## config.mk

```make
export PLATFORM = sky130hd
export DESIGN_NAME = gpio_irq_bank
export DESIGN_NICKNAME = d
export VERILOG_FILES = /design/src/rtl/gpio_bank_pkg.sv /design/src/rtl/gpio_bank_ctrl.sv /design/src/rtl/gpio_bank_datapath.sv /design/src/rtl/gpio_irq_bank.sv
export SDC_FILE = /design/constraint.sdc
export NUM_CORES = 1
export LEC_CHECK = 0
export BUFFER_PORTS_ARGS = -buffer_cell sky130_fd_sc_hd__buf_2
export CAP_MARGIN = 30
export CORE_UTILIZATION = 35
export DETAILED_ROUTE_END_ITERATION = 8
export SYNTH_ARGS = -nofsm -noshare
export SYNTH_HDL_FRONTEND = slang
export SYNTH_SLANG_ARGS = --single-unit
```

## constraint.sdc

```tcl
create_clock -name clk -period 1.57 [get_ports clk]
set_input_delay 0.157 -clock clk [delete_from_list [all_inputs] [get_ports clk]]
set_output_delay 0.157 -clock clk [all_outputs]
set_load 0.05 [all_outputs]
```

## src/rtl/gpio_bank_pkg.sv

```systemverilog
package gpio_bank_pkg;

  typedef enum logic [1:0] {
    TRIG_LOW  = 2'b00,
    TRIG_HIGH = 2'b01,
    TRIG_RISE = 2'b10,
    TRIG_FALL = 2'b11
  } trigCode_e;

  // word index = byte offset / 4
  typedef enum logic [2:0] {
    SEL_DATA   = 3'd0,
    SEL_DIR    = 3'd1,
    SEL_PAD    = 3'd2,
    SEL_CFGLO  = 3'd3,
    SEL_CFGHI  = 3'd4,
    SEL_MASK   = 3'd5,
    SEL_STATUS = 3'd6,
    SEL_BOTH   = 3'd7
  } regSel_e;

  typedef struct packed {
    logic    wrData;
    logic    wrDir;
    logic    wrCfgLo;
    logic    wrCfgHi;
    logic    wrMask;
    logic    wrStatus;
    logic    wrBoth;
    logic    rdEn;
    logic    rdHit;
    regSel_e rdSel;
  } regStrobe_t;

endpackage

```

## src/rtl/gpio_bank_ctrl.sv

```systemverilog
module gpio_bank_ctrl
  import gpio_bank_pkg::*;
#(
  parameter int unsigned ADDR_W = 6
) (
  input  logic              busValid,
  input  logic              busWrite,
  input  logic [ADDR_W-1:0] busAddr,
  output regStrobe_t        strobe
);

  localparam int unsigned MAP_BITS = 5;

  logic    inMap;
  logic    aligned;
  logic    wrOk;
  regSel_e sel;

  assign inMap   = (busAddr >> MAP_BITS) == '0;
  assign aligned = busAddr[1:0] == 2'b00;
  assign sel     = regSel_e'(busAddr[4:2]);
  assign wrOk    = busValid && busWrite && inMap && aligned;

  always_comb begin
    strobe          = '0;
    strobe.wrData   = wrOk && (sel == SEL_DATA);
    strobe.wrDir    = wrOk && (sel == SEL_DIR);
    strobe.wrCfgLo  = wrOk && (sel == SEL_CFGLO);
    strobe.wrCfgHi  = wrOk && (sel == SEL_CFGHI);
    strobe.wrMask   = wrOk && (sel == SEL_MASK);
    strobe.wrStatus = wrOk && (sel == SEL_STATUS);
    strobe.wrBoth   = wrOk && (sel == SEL_BOTH);
    strobe.rdEn     = busValid && !busWrite;
    strobe.rdHit    = inMap;
    strobe.rdSel    = sel;
  end

endmodule

```

## src/rtl/gpio_bank_datapath.sv

```systemverilog
module gpio_bank_datapath
  import gpio_bank_pkg::*;
#(
  parameter int unsigned PIN_CNT = 32
) (
  input  logic               clk,
  input  logic               rstN,
  input  regStrobe_t         strobe,
  input  logic [PIN_CNT-1:0] wdata,
  input  logic [PIN_CNT-1:0] padIn,
  output logic [PIN_CNT-1:0] padOut,
  output logic [PIN_CNT-1:0] padOe,
  output logic [PIN_CNT-1:0] rdata,
  output logic [PIN_CNT-1:0] statusVec,
  output logic [PIN_CNT-1:0] maskVec
);

  localparam int unsigned HALF  = PIN_CNT / 2;
  localparam int unsigned CFG_W = 2 * HALF;

  logic [PIN_CNT-1:0] dataQ, dirQ, maskQ, statusQ, bothQ;
  logic [CFG_W-1:0]   cfgLoQ, cfgHiQ;
  logic [PIN_CNT-1:0] syncA, syncB, prevB;
  logic [PIN_CNT-1:0] trig;
  logic [PIN_CNT-1:0] clrVec;
  logic [PIN_CNT-1:0] rdMux;
  logic [PIN_CNT-1:0] rdataQ;

  // configuration registers
  always_ff @(posedge clk or negedge rstN) begin
    if (!rstN) begin
      dataQ  <= '0;
      dirQ   <= '0;
      maskQ  <= '0;
      bothQ  <= '0;
      cfgLoQ <= '0;
      cfgHiQ <= '0;
    end else begin
      if (strobe.wrData)  dataQ  <= wdata;
      if (strobe.wrDir)   dirQ   <= wdata;
      if (strobe.wrMask)  maskQ  <= wdata;
      if (strobe.wrBoth)  bothQ  <= wdata;
      if (strobe.wrCfgLo) cfgLoQ <= wdata[CFG_W-1:0];
      if (strobe.wrCfgHi) cfgHiQ <= wdata[CFG_W-1:0];
    end
  end

  // two-flop synchronizer plus one history stage for edges
  always_ff @(posedge clk or negedge rstN) begin
    if (!rstN) begin
      syncA <= '0;
      syncB <= '0;
      prevB <= '0;
    end else begin
      syncA <= padIn;
      syncB <= syncA;
      prevB <= syncB;
    end
  end

  // per-pin trigger detection
  for (genvar p = 0; p < PIN_CNT; p++) begin : g_pin
    localparam int unsigned FIELD_LSB = 2 * (p % HALF);
    logic [1:0] code;
    logic       rise, fall, hit;

    if (p < HALF) begin : g_lo
      assign code = cfgLoQ[FIELD_LSB +: 2];
    end else begin : g_hi
      assign code = cfgHiQ[FIELD_LSB +: 2];
    end

    assign rise = syncB[p] & ~prevB[p];
    assign fall = ~syncB[p] & prevB[p];

    always_comb begin
      if (bothQ[p]) begin
        hit = rise | fall;
      end else begin
        unique case (trigCode_e'(code))
          TRIG_LOW:  hit = ~syncB[p];
          TRIG_HIGH: hit = syncB[p];
          TRIG_RISE: hit = rise;
          TRIG_FALL: hit = fall;
          default:   hit = 1'b0;
        endcase
      end
    end

    assign trig[p] = hit;
  end

  // sticky status, write-one-to-clear, set wins
  assign clrVec = strobe.wrStatus ? wdata : '0;

  always_ff @(posedge clk or negedge rstN) begin
    if (!rstN) statusQ <= '0;
    else       statusQ <= (statusQ & ~clrVec) | trig;
  end

  // read path
  always_comb begin
    rdMux = '0;
    if (strobe.rdHit) begin
      unique case (strobe.rdSel)
        SEL_DATA:   rdMux = dataQ;
        SEL_DIR:    rdMux = dirQ;
        SEL_PAD:    rdMux = syncB;
        SEL_CFGLO:  rdMux[CFG_W-1:0] = cfgLoQ;
        SEL_CFGHI:  rdMux[CFG_W-1:0] = cfgHiQ;
        SEL_MASK:   rdMux = maskQ;
        SEL_STATUS: rdMux = statusQ;
        SEL_BOTH:   rdMux = bothQ;
        default:    rdMux = '0;
      endcase
    end
  end

  always_ff @(posedge clk or negedge rstN) begin
    if (!rstN)            rdataQ <= '0;
    else if (strobe.rdEn) rdataQ <= rdMux;
  end

  assign padOut    = dataQ;
  assign padOe     = dirQ;
  assign rdata     = rdataQ;
  assign statusVec = statusQ;
  assign maskVec   = maskQ;

endmodule

```

## src/rtl/gpio_irq_bank.sv

```systemverilog
module gpio_irq_bank
  import gpio_bank_pkg::*;
#(
  parameter int unsigned PIN_CNT = 32,
  parameter int unsigned ADDR_W  = 6
) (
  input  logic               clk,
  input  logic               rstN,
  input  logic               busValid,
  input  logic               busWrite,
  input  logic [ADDR_W-1:0]  busAddr,
  input  logic [PIN_CNT-1:0] busWdata,
  output logic [PIN_CNT-1:0] busRdata,
  input  logic [PIN_CNT-1:0] padIn,
  output logic [PIN_CNT-1:0] padOut,
  output logic [PIN_CNT-1:0] padOe,
  output logic               irqOut
);

  regStrobe_t         strobe;
  logic [PIN_CNT-1:0] statusVec;
  logic [PIN_CNT-1:0] maskVec;

  gpio_bank_ctrl #(.ADDR_W(ADDR_W)) u_ctrl (
    .busValid (busValid),
    .busWrite (busWrite),
    .busAddr  (busAddr),
    .strobe   (strobe)
  );

  gpio_bank_datapath #(.PIN_CNT(PIN_CNT)) u_dp (
    .clk       (clk),
    .rstN      (rstN),
    .strobe    (strobe),
    .wdata     (busWdata),
    .padIn     (padIn),
    .padOut    (padOut),
    .padOe     (padOe),
    .rdata     (busRdata),
    .statusVec (statusVec),
    .maskVec   (maskVec)
  );

  assign irqOut = |(statusVec & maskVec);

endmodule

```

==> out/metrics.yaml <==
outcome: "finished, violations left"
violations: "negative setup slack"
cts_root_buf: "clkbuf_16"
ys.flop_type: "dfrtp_1"
cts_max_path_buffers: 3
synth_cell_types: 44
cp.arrival_ns: 2.13
drt_pass1_iterations: 5
rsz0062_at_grt: "yes"
critPathMaxFanout: 2
antenna_found_initial: 1
synth_common_cells: "dfrtp_1 (352), mux2_2 (188), inv_1 (99)"
synth.largest_area_cell: "dfrtp_1"
crit_chain: "a22oi_2, nand4_1, or4_4, buf_6"
fp.dieArea_sq_mm: 0.0481
fp.coreArea_sq_mm: 0.0466
ys_seq_area_frac: 0.533
wl_per_cell_um: 21.3
die_width_um: 219
min_period_over_period: 1.45
async_reset_ff_frac: 1.00
synth_top_area_share: 0.533
maxCapViolCount: 0
worst_slack_ns: -0.713
ir_worst_vdd_uv: 967
grt_pass1_vias: 12547
totalWireLength_mm: 50.3
place.port_buffers: 170
vias: 12401
synthTopCellsByArea: "dfrtp_1 (53%), mux2_2 (13%), mux2i_1 (5.0%), ha_1 (4.8%), a211oi_1 (2.5%)"
via_per_inst: 5.25
yosys_register_bits: 352
clock-sinks: 352
hpwl_mm: 35.4
finalHoldViolCount: 0
multiInputGateArea_sq_mm: 0.00706
rows: 79
syn-instance-count: 1365
crit_path_end_kind: "output port"
grt_max_degree: 67
worstMarginPinSlew_ns: 0.442
ctsHtreeMaxLevel: 2
regArea_sq_mm: 0.00881
crit_buf_inv: 1
io_pins: 171
path_delay_family: "simple AND/OR/NAND/NOR gates"
required_ns: 1.41
synth_area_per_cell_sq_um: 12.1
yosysWarnings: 0
power_leakage_uw: 0.0104
finalSetupViolations: 1
grt_pass1_wl_mm: 77.0
drtIter0Drc: 928
drt.antenna.violating_nets: 0
max_slew_margin: 0.706
crit_type: "flip-flop to output port"
yosys.cell_count.top_type: "dfrtp_1"
synth_area_sq_mm: 0.0165
grt_overflow: 0
critPathLaunchType: "flip-flop"
fin_crit_ns: 2.28
post_cts_buffers: 0
fp.dieH_um: 219
maxSlewViolCount: 0
synth_nets: 1503
insertion_delay_ns: 0.56
place_area_sq_mm: 0.0192
grt_use_total: 0.213
areaGrowthSynthToFinish_pct: 29.9
final_core_util: 0.461
tritoncts: "built"
clock.fmax_ghz: 0.438
cts_buffers: 41
place_congestion: 0.893
hold_path_class: "primary input to asynchronous set/reset pin"
slowest_delay_ns: 0.59
fin_skew_ns: 0.0149
fillers: 4234
drc: 0
synth-edff-count: 0
initial_core_util: 0.355
cpMaxStageDelayCell: "or4_4"
power-per-cell-area_mw_per_mm2: 1140
antenna_cells: 0
design_area_sq_mm: 0.0215
final_nets: 1858
drive_above_1_share: 0.348
clk_pin_slew_ns: 0.06
==> metal layers <==
layer  global-route usage  share of wire  vias up
li1                     -              -     5638
met1                0.288           0.45     6338
met2                0.350           0.47      351
met3               0.0355          0.053       72
met4               0.0634          0.024        2
met5                    0        0.00016        -
==> per-stage QoR <==
| stage | setup WS, ns | std cells | power (uW) | hold WS [ns] | setup TNS (ns) |
|---|---|---|---|---|---|
| floorplan | 0.00272 | 1365 | 12500 | -0.139 | 0 |
| global placement | -0.363 | 2219 | 14000 | 0.111 | -34.51 |
| detailed placement | -0.377 | 2219 | 14100 | 0.114 | -37.90 |
| CTS | -0.752 | 2360 | 24800 | 0.106 | -0.752 |
| global route | -0.755 | 2360 | 25600 | 0.126 | -0.755 |
| finish | -0.713 | 2360 | 24600 | 0.119 | -0.713 |
==> cell type report <==
type                            instances  share of cell area
Clock buffer                           54              0.0562
Clock inverter                         22              0.0140
Inverter                              100              0.0175
Multi-Input combinational cell        838               0.328
Sequential cell                       352               0.410
Tap cell                              607              0.0354
Timing Repair Buffer                  387               0.138
==> state kept, by name, indices dropped and copies added (netlist names) <==
register        cells
u_dp.prevB         32
u_dp.padOe         32
u_dp.maskVec       32
u_dp.padOut        32
u_dp.cfgHiQ        32
u_dp.syncA         32
u_dp.statusVec     32
u_dp.bothQ         32
u_dp.rdata         32
u_dp.syncB         32
u_dp.cfgLoQ        32
==> layout by cell type (no fill, tap or decap), types with 10 or more instances in the layout <==
cell,synthesis,layout
clkinv_2,0,10
inv_1,99,99
a32o_1,17,17
dfrtp_1,352,351
nor2_1,72,72
o31ai_1,21,21
dlygate4sd3_1,0,65
a21oi_1,50,50
ha_1,64,64
a221o_1,32,32
nand2b_1,22,21
o211ai_1,22,22
a211oi_1,55,54
mux2_2,188,188
buf_12,0,24
xnor2_1,30,30
buf_4,7,128
nor4_1,11,11
a31oi_1,11,11
nand2_1,66,66
mux2i_1,82,81
buf_2,31,166
clkbuf_16,0,43
nor3_1,29,27
a211o_1,11,11
==> cells by family after synthesis <==
group | Yosys count | share of synthesized area
xor gates and xnor gates | 30 | 0.0159
DFF | 352 | 0.533
adders and majority gates | 64 | 0.0484
AOI/OAI and AO/OA | 245 | 0.111
muxes | 274 | 0.180
buffers and inverters | 175 | 0.0459
and+or+nand+nor | 225 | 0.0657
==> final timing paths <==
kind	from	to	slack, ns	depth (start not counted)
setup / recovery	u_dp.statusVec[26]	irqOut	-0.71	4
hold / removal	rstN	u_dp.cfgLoQ[11]	0.12	2
setup reg to reg	u_dp.syncB[31]	u_dp.statusVec[31]	0.11	5
hold reg to reg	u_dp.syncA[3]	u_dp.syncB[3]	0.35	0
max in group asynchronous	rstN	u_dp.statusVec[31]	0.76	3
min in group clk	busAddr[5]	u_dp.rdata[21]	0.21	5
==> power breakdown <==
group          switching, uW  leakage [uW]  internal [uW]  total, uW
registers                599       0.00444           9690      10300
clock network           3930      0.000744           6580      10500
logic                   2260       0.00521           1500       3770
total                   6790        0.0104          17800      24600
==> what timing repair did <==
action | in CTS | in global routing
hold endpoints to repair | 588 | 0
gates resized for setup | 7 | 11
hold buffers | 65 | 0
setup endpoints to repair | 2 | 3
pin swaps | 3 | 1
gates cloned | 0 | 0
Power figures use the tool's default switching activity.
